--- config.mk ---
export PLATFORM = sky130hd
export DESIGN_NAME = tcap_channel
export DESIGN_NICKNAME = d
export VERILOG_FILES = /design/src/rtl/tcap_pkg.sv /design/src/rtl/tcap_ctrl_fsm.sv /design/src/rtl/tcap_edge_sel.sv /design/src/rtl/tcap_prescaler.sv /design/src/rtl/tcap_capture.sv /design/src/rtl/tcap_channel.sv
export SDC_FILE = /design/constraint.sdc
export NUM_CORES = 1
export LEC_CHECK = 0
export ABC_AREA = 0
export BUFFER_PORTS_ARGS = -buffer_cell sky130_fd_sc_hd__buf_2
export CELL_PAD_IN_SITES_DETAIL_PLACEMENT = 0
export CELL_PAD_IN_SITES_GLOBAL_PLACEMENT = 1
export CORE_UTILIZATION = 39
export DETAILED_ROUTE_END_ITERATION = 10
export GPL_TIMING_DRIVEN = 0
export PLACE_DENSITY = 0.83
export RECOVER_POWER = 50
export SYNTH_ARGS = -nofsm -noshare
export SYNTH_HDL_FRONTEND = slang
export SYNTH_SLANG_ARGS = --single-unit
--- constraint.sdc ---
create_clock -name clk -period 4.5 [get_ports clk]
set_input_delay 0 -clock clk [delete_from_list [all_inputs] [get_ports clk]]
set_output_delay 0 -clock clk [all_outputs]
set_load 0.02 [all_outputs]
--- src/rtl/tcap_pkg.sv ---
package tcap_pkg;

    localparam int SEL_W  = 2;
    localparam int NSRC   = 3;
    localparam int PSC_CW = 3;

    localparam logic [SEL_W-1:0] SEL_OUTPUT = 2'b00;

    typedef enum logic [1:0] {
        ST_OUT     = 2'd0,
        ST_IN_IDLE = 2'd1,
        ST_ARMED   = 2'd2
    } ch_state_e;

    // divide ratio for each prescaler code
    function automatic logic [PSC_CW-1:0] psc_ratio(input logic [1:0] code);
        logic [PSC_CW-1:0] r;
        unique case (code)
            2'b00:   r = PSC_CW'(1);
            2'b01:   r = PSC_CW'(2);
            2'b10:   r = PSC_CW'(4);
            default: r = PSC_CW'(6);
        endcase
        return r;
    endfunction

endpackage

--- src/rtl/tcap_ctrl_fsm.sv ---
module tcap_ctrl_fsm
    import tcap_pkg::*;
(
    input  logic             clk,
    input  logic             rst_n,
    input  logic             ch_en,
    input  logic             sel_wr,
    input  logic [SEL_W-1:0] sel_wdata,
    output logic [SEL_W-1:0] sel_q,
    output logic             arm
);

    ch_state_e        state_q, state_d;
    logic [SEL_W-1:0] sel_d;

    // selection register: writes accepted only while disabled
    always_comb begin
        sel_d = sel_q;
        if (sel_wr && !ch_en) begin
            sel_d = sel_wdata;
        end
    end

    always_comb begin
        state_d = state_q;
        unique case (state_q)
            ST_OUT: begin
                if (sel_d != SEL_OUTPUT) begin
                    state_d = ch_en ? ST_ARMED : ST_IN_IDLE;
                end
            end
            ST_IN_IDLE: begin
                if (sel_d == SEL_OUTPUT) begin
                    state_d = ST_OUT;
                end else if (ch_en) begin
                    state_d = ST_ARMED;
                end
            end
            ST_ARMED: begin
                if (!ch_en) begin
                    state_d = ST_IN_IDLE;
                end
            end
            default: state_d = ST_OUT;
        endcase
    end

    always_ff @(posedge clk or negedge rst_n) begin
        if (!rst_n) begin
            state_q <= ST_OUT;
            sel_q   <= SEL_OUTPUT;
        end else begin
            state_q <= state_d;
            sel_q   <= sel_d;
        end
    end

    // outputs of the machine
    always_comb begin
        arm = 1'b0;
        unique case (state_q)
            ST_OUT:     arm = 1'b0;
            ST_IN_IDLE: arm = 1'b0;
            ST_ARMED:   arm = ch_en;
            default:    arm = 1'b0;
        endcase
    end

endmodule

--- src/rtl/tcap_edge_sel.sv ---
module tcap_edge_sel
    import tcap_pkg::*;
(
    input  logic [SEL_W-1:0] sel,
    input  logic             pol_fall,
    input  logic [NSRC-1:0]  src_rise,
    input  logic [NSRC-1:0]  src_fall,
    output logic             evt
);

    logic [NSRC-1:0]  act;
    logic [SEL_W-1:0] idx;

    for (genvar g = 0; g < NSRC; g++) begin : g_pol
        assign act[g] = pol_fall ? src_fall[g] : src_rise[g];
    end

    assign idx = sel - SEL_W'(1);

    always_comb begin
        evt = 1'b0;
        if (sel != SEL_OUTPUT) begin
            evt = act[idx];
        end
    end

endmodule

--- src/rtl/tcap_prescaler.sv ---
module tcap_prescaler
    import tcap_pkg::*;
(
    input  logic       clk,
    input  logic       rst_n,
    input  logic       arm,
    input  logic       evt,
    input  logic [1:0] psc_code,
    output logic       fire
);

    logic [PSC_CW-1:0] cnt_q, cnt_d, base, ratio;
    logic [1:0]        code_q;

    always_comb begin
        ratio = psc_ratio(psc_code);
        base  = (psc_code != code_q) ? '0 : cnt_q;
        fire  = arm && evt && (base == ratio - PSC_CW'(1));
        if (!arm) begin
            cnt_d = '0;
        end else if (fire) begin
            cnt_d = '0;
        end else if (evt) begin
            cnt_d = base + PSC_CW'(1);
        end else begin
            cnt_d = base;
        end
    end

    always_ff @(posedge clk or negedge rst_n) begin
        if (!rst_n) begin
            cnt_q  <= '0;
            code_q <= 2'b00;
        end else begin
            cnt_q  <= cnt_d;
            code_q <= psc_code;
        end
    end

endmodule

--- src/rtl/tcap_capture.sv ---
module tcap_capture #(
    parameter int CNT_W = 16
) (
    input  logic             clk,
    input  logic             rst_n,
    input  logic             fire,
    input  logic [CNT_W-1:0] cnt_val,
    input  logic             flag_clr,
    output logic [CNT_W-1:0] cap_val,
    output logic             cap_flag,
    output logic             ovr_flag
);

    always_ff @(posedge clk or negedge rst_n) begin
        if (!rst_n) begin
            cap_val  <= '0;
            cap_flag <= 1'b0;
            ovr_flag <= 1'b0;
        end else begin
            if (fire) begin
                cap_val <= cnt_val;
            end
            if (flag_clr) begin
                cap_flag <= fire;
                ovr_flag <= 1'b0;
            end else if (fire) begin
                cap_flag <= 1'b1;
                ovr_flag <= ovr_flag | cap_flag;
            end
        end
    end

endmodule

--- src/rtl/tcap_channel.sv ---
module tcap_channel
    import tcap_pkg::*;
#(
    parameter int CNT_W = 16
) (
    input  logic             clk,
    input  logic             rst_n,
    input  logic             ch_en,
    input  logic             sel_wr,
    input  logic [1:0]       sel_wdata,
    input  logic             pol_fall,
    input  logic [1:0]       psc_code,
    input  logic [2:0]       src_rise,
    input  logic [2:0]       src_fall,
    input  logic [CNT_W-1:0] cnt_val,
    input  logic             flag_clr,
    output logic [CNT_W-1:0] cap_val,
    output logic             cap_flag,
    output logic             ovr_flag
);

    logic [SEL_W-1:0] sel_q;
    logic             arm;
    logic             evt;
    logic             cap_fire;

    tcap_ctrl_fsm u_fsm (
        .clk       (clk),
        .rst_n     (rst_n),
        .ch_en     (ch_en),
        .sel_wr    (sel_wr),
        .sel_wdata (sel_wdata),
        .sel_q     (sel_q),
        .arm       (arm)
    );

    tcap_edge_sel u_esel (
        .sel      (sel_q),
        .pol_fall (pol_fall),
        .src_rise (src_rise),
        .src_fall (src_fall),
        .evt      (evt)
    );

    tcap_prescaler u_psc (
        .clk      (clk),
        .rst_n    (rst_n),
        .arm      (arm),
        .evt      (evt),
        .psc_code (psc_code),
        .fire     (cap_fire)
    );

    tcap_capture #(.CNT_W(CNT_W)) u_cap (
        .clk      (clk),
        .rst_n    (rst_n),
        .fire     (cap_fire),
        .cnt_val  (cnt_val),
        .flag_clr (flag_clr),
        .cap_val  (cap_val),
        .cap_flag (cap_flag),
        .ovr_flag (ovr_flag)
    );

endmodule

==> results.json <==
{
  "drv_slew": 0,
  "ys_top_cells_by_area": "dfrtp_1 (54%), mux2_4 (9.5%), mux2_2 (7.1%)",
  "irDropWorstVdd_uv": 141,
  "max_cap_viol_count": 0,
  "avgViaCountPerCell": 4.72,
  "die_x_um": 58.9,
  "period_needed_ps": 2540,
  "yosysTopAreaCellShare_pct": 53.6,
  "p_leak_nw": 0.926,
  "min_path_type": "in -> reg",
  "start_kind": "register",
  "synth-seq-area-share_pct": 53.6,
  "port_buffers": 49,
  "place_ws_ps": 1980,
  "cp.arrival_ps": 2760,
  "clk_pin_slew_ps": 130,
  "syn_area_sq_um": 1260,
  "overflow": 0,
  "worst_ep_required_time_ps": 4720,
  "start_util_pct": 41.3,
  "critPathCaptureType": "register",
  "place_hpwl_um": 1820,
  "fp.dieH_um": 58.9,
  "setup_viol": 0,
  "dieArea_sq_um": 3470,
  "fin_ws_ps": 1960,
  "finClkSkew_ps": 2.79,
  "async_reset_ff_share_pct": 100,
  "worst_slew_pin_slew_ps": 1420,
  "routabilityCongestion": 0.726,
  "post_drt_wl_per_cell_um": 12.3,
  "grt_usage_pct": 16.7,
  "synthToLayoutAreaGrowth_pct": 43.3,
  "stdcell_count": 218,
  "place_inst": 191,
  "synthCells": 98,
  "synth.net_count": 132,
  "h-tree-depth": 1,
  "synth-main-ff-cell": "dfrtp_1",
  "clk_path_buf_depth": 2,
  "cts_sinks": 27,
  "hold_violations": 0,
  "status": "completed",
  "reg2reg_from": "u_fsm.sel_q[0]",
  "cts_buffers": 3,
  "vias": 1029,
  "yosysWarnings": 0,
  "firstDrtPassIters": 4,
  "placementRows": 20,
  "cts_setup_buffers": 0,
  "core_area_sq_um": 3050,
  "place_area_sq_um": 1560,
  "drive_above_1_share_pct": 38.5,
  "design_area_sq_um": 1810,
  "cts-root-buf": "clkbuf_4",
  "p_total_w": 0.000596,
  "cellPowerDensity_nw_per_um2": 330,
  "rsz0062_at_grt": "false",
  "ant_nets": 0,
  "synth_top_cell_by_area": "dfrtp_1",
  "crit_start": "u_fsm.sel_q[0]",
  "nets": 209,
  "tns_ps": 0,
  "cts_tree": "yes",
  "hold_start": "sel_wr",
  "critical_path_class": "reg -> reg",
  "grt_max_degree": 28,
  "diodes": 0,
  "clk_latency_ps": 320,
  "ios": 50,
  "max_freq_ghz": 0.393,
  "ys_seq_elements": 27,
  "synthDistinctLibCells": 35,
  "period_share_pct": 56.5,
  "post-route-drc-count": 0,
  "wirelength_um": 2690,
  "antenna_found_initial": 0,
  "grt_pass1_wl_um": 4360,
  "synth-edff-count": 0,
  "critPathMaxFanout": 10,
  "drtIter0Drc": 38,
  "grt_pass1_vias": 1052,
  "relSlewSlack_pct": 5.17,
  "syn_area_per_cell_sq_um": 12.9
}
[cell type report]
class,instances,area (sq um)
Tap cell,44,55.1
Timing Repair Buffer,72,464
Clock buffer,4,26.3
Fill cell,279,1250
Multi-Input combinational cell,61,524
Sequential cell,27,676
Inverter,7,26.3
Buffer,3,35.0
[synthesized netlist by cell type (all sizes together), types with 3 or more instances]
master	n
dfrtp	27
inv	7
mux2	16
mux2i	3
nand2	5
nor2	3
nor3	3
or3b	3
[per-stage QoR]
step                util, %  hold WS, ps
finish                 59.2          116
global route           59.2          143
CTS                    59.5          110
detailed placement     51.1         37.5
global placement       51.1         27.2
floorplan                 -         -296
[cell usage in the layout (no fill, tap or decap), drive strengths merged]
master       count
inv              7
or3              1
nor4             2
xnor2            1
a21oi            2
o21ai            2
o22ai            1
dfrtp           27
nor4b            1
nor2b            1
or3b             3
nand2            5
dlygate4sd3     23
o31ai            1
nor3             3
nand2b           1
xor2             2
nand3            2
ha               2
mux2            16
o32a             1
nand4            1
or2              2
nand3b           1
clkbuf          14
or4              1
mux2i            3
buf             42
nor2             3
nor4bb           1
a31oi            2
[path summary, 6_finish.rpt]
check                           slack (ps)                to  cells after the start
worst max-delay path                  1960  u_cap.cap_val[0]                     10
worst min-delay path                   120    u_fsm.sel_q[0]                      4
worst max register to register        1960  u_cap.cap_val[0]                     10
worst min register to register         520  u_cap.cap_val[5]                      1
max in group asynchronous             3150    u_psc.cnt_q[1]                      2
min in group asynchronous              530  u_cap.cap_val[6]                      2
[report_power, final]
part / switching, W / internal [W] / leakage [nW]
registers: 0.0000206 / 0.000282 / 0.358
logic: 0.0000982 / 0.0000922 / 0.553
clock network: 0.0000676 / 0.0000347 / 0.0150
[metal layers]
metal	GRT usage, %	routed length [um]	up-vias
li1	-	-	498
met1	19.2	1140	500
met2	30.2	1410	25
met3	2.20	82	6
met4	8.16	57	0
met5	0	0	-
[logic make-up after synthesis]
group / count (synthesis) / share of synthesized area [%]
AOI/OAI and AO/OA: 9 / 4.56
xor gates and xnor gates: 3 / 2.68
adders and majority gates: 2 / 1.98
buffers and inverters: 10 / 4.86
DFF: 27 / 53.6
muxes: 19 / 19.0
and+or+nand+nor: 28 / 13.3
[registers in the layout, summed over array words and instances, names as in the netlist]
| signal | count |
|---|---|
| u_cap.cap_flag | 1 |
| u_cap.cap_val | 16 |
| u_cap.ovr_flag | 1 |
| u_fsm.sel_q | 2 |
| u_fsm.state_q | 2 |
| u_psc.cnt_q | 3 |
| u_psc.code_q | 2 |
[critical path, stage by stage, from the launching register on]
cell and delay [ps]:
dfrtp_1 380, inv_1 80, ha_1 350, mux2i_1 140
nor4_1 150, or3_1 140, clkbuf_1 210, or3b_1 390
buf_6 160, buf_12 150, mux2_4 300
[timing repair]
item	in CTS	in global routing
hold endpoints to repair	51	0
hold buffers	23	0
gates resized for setup	0	0
(Power assumes the default switching activity.)
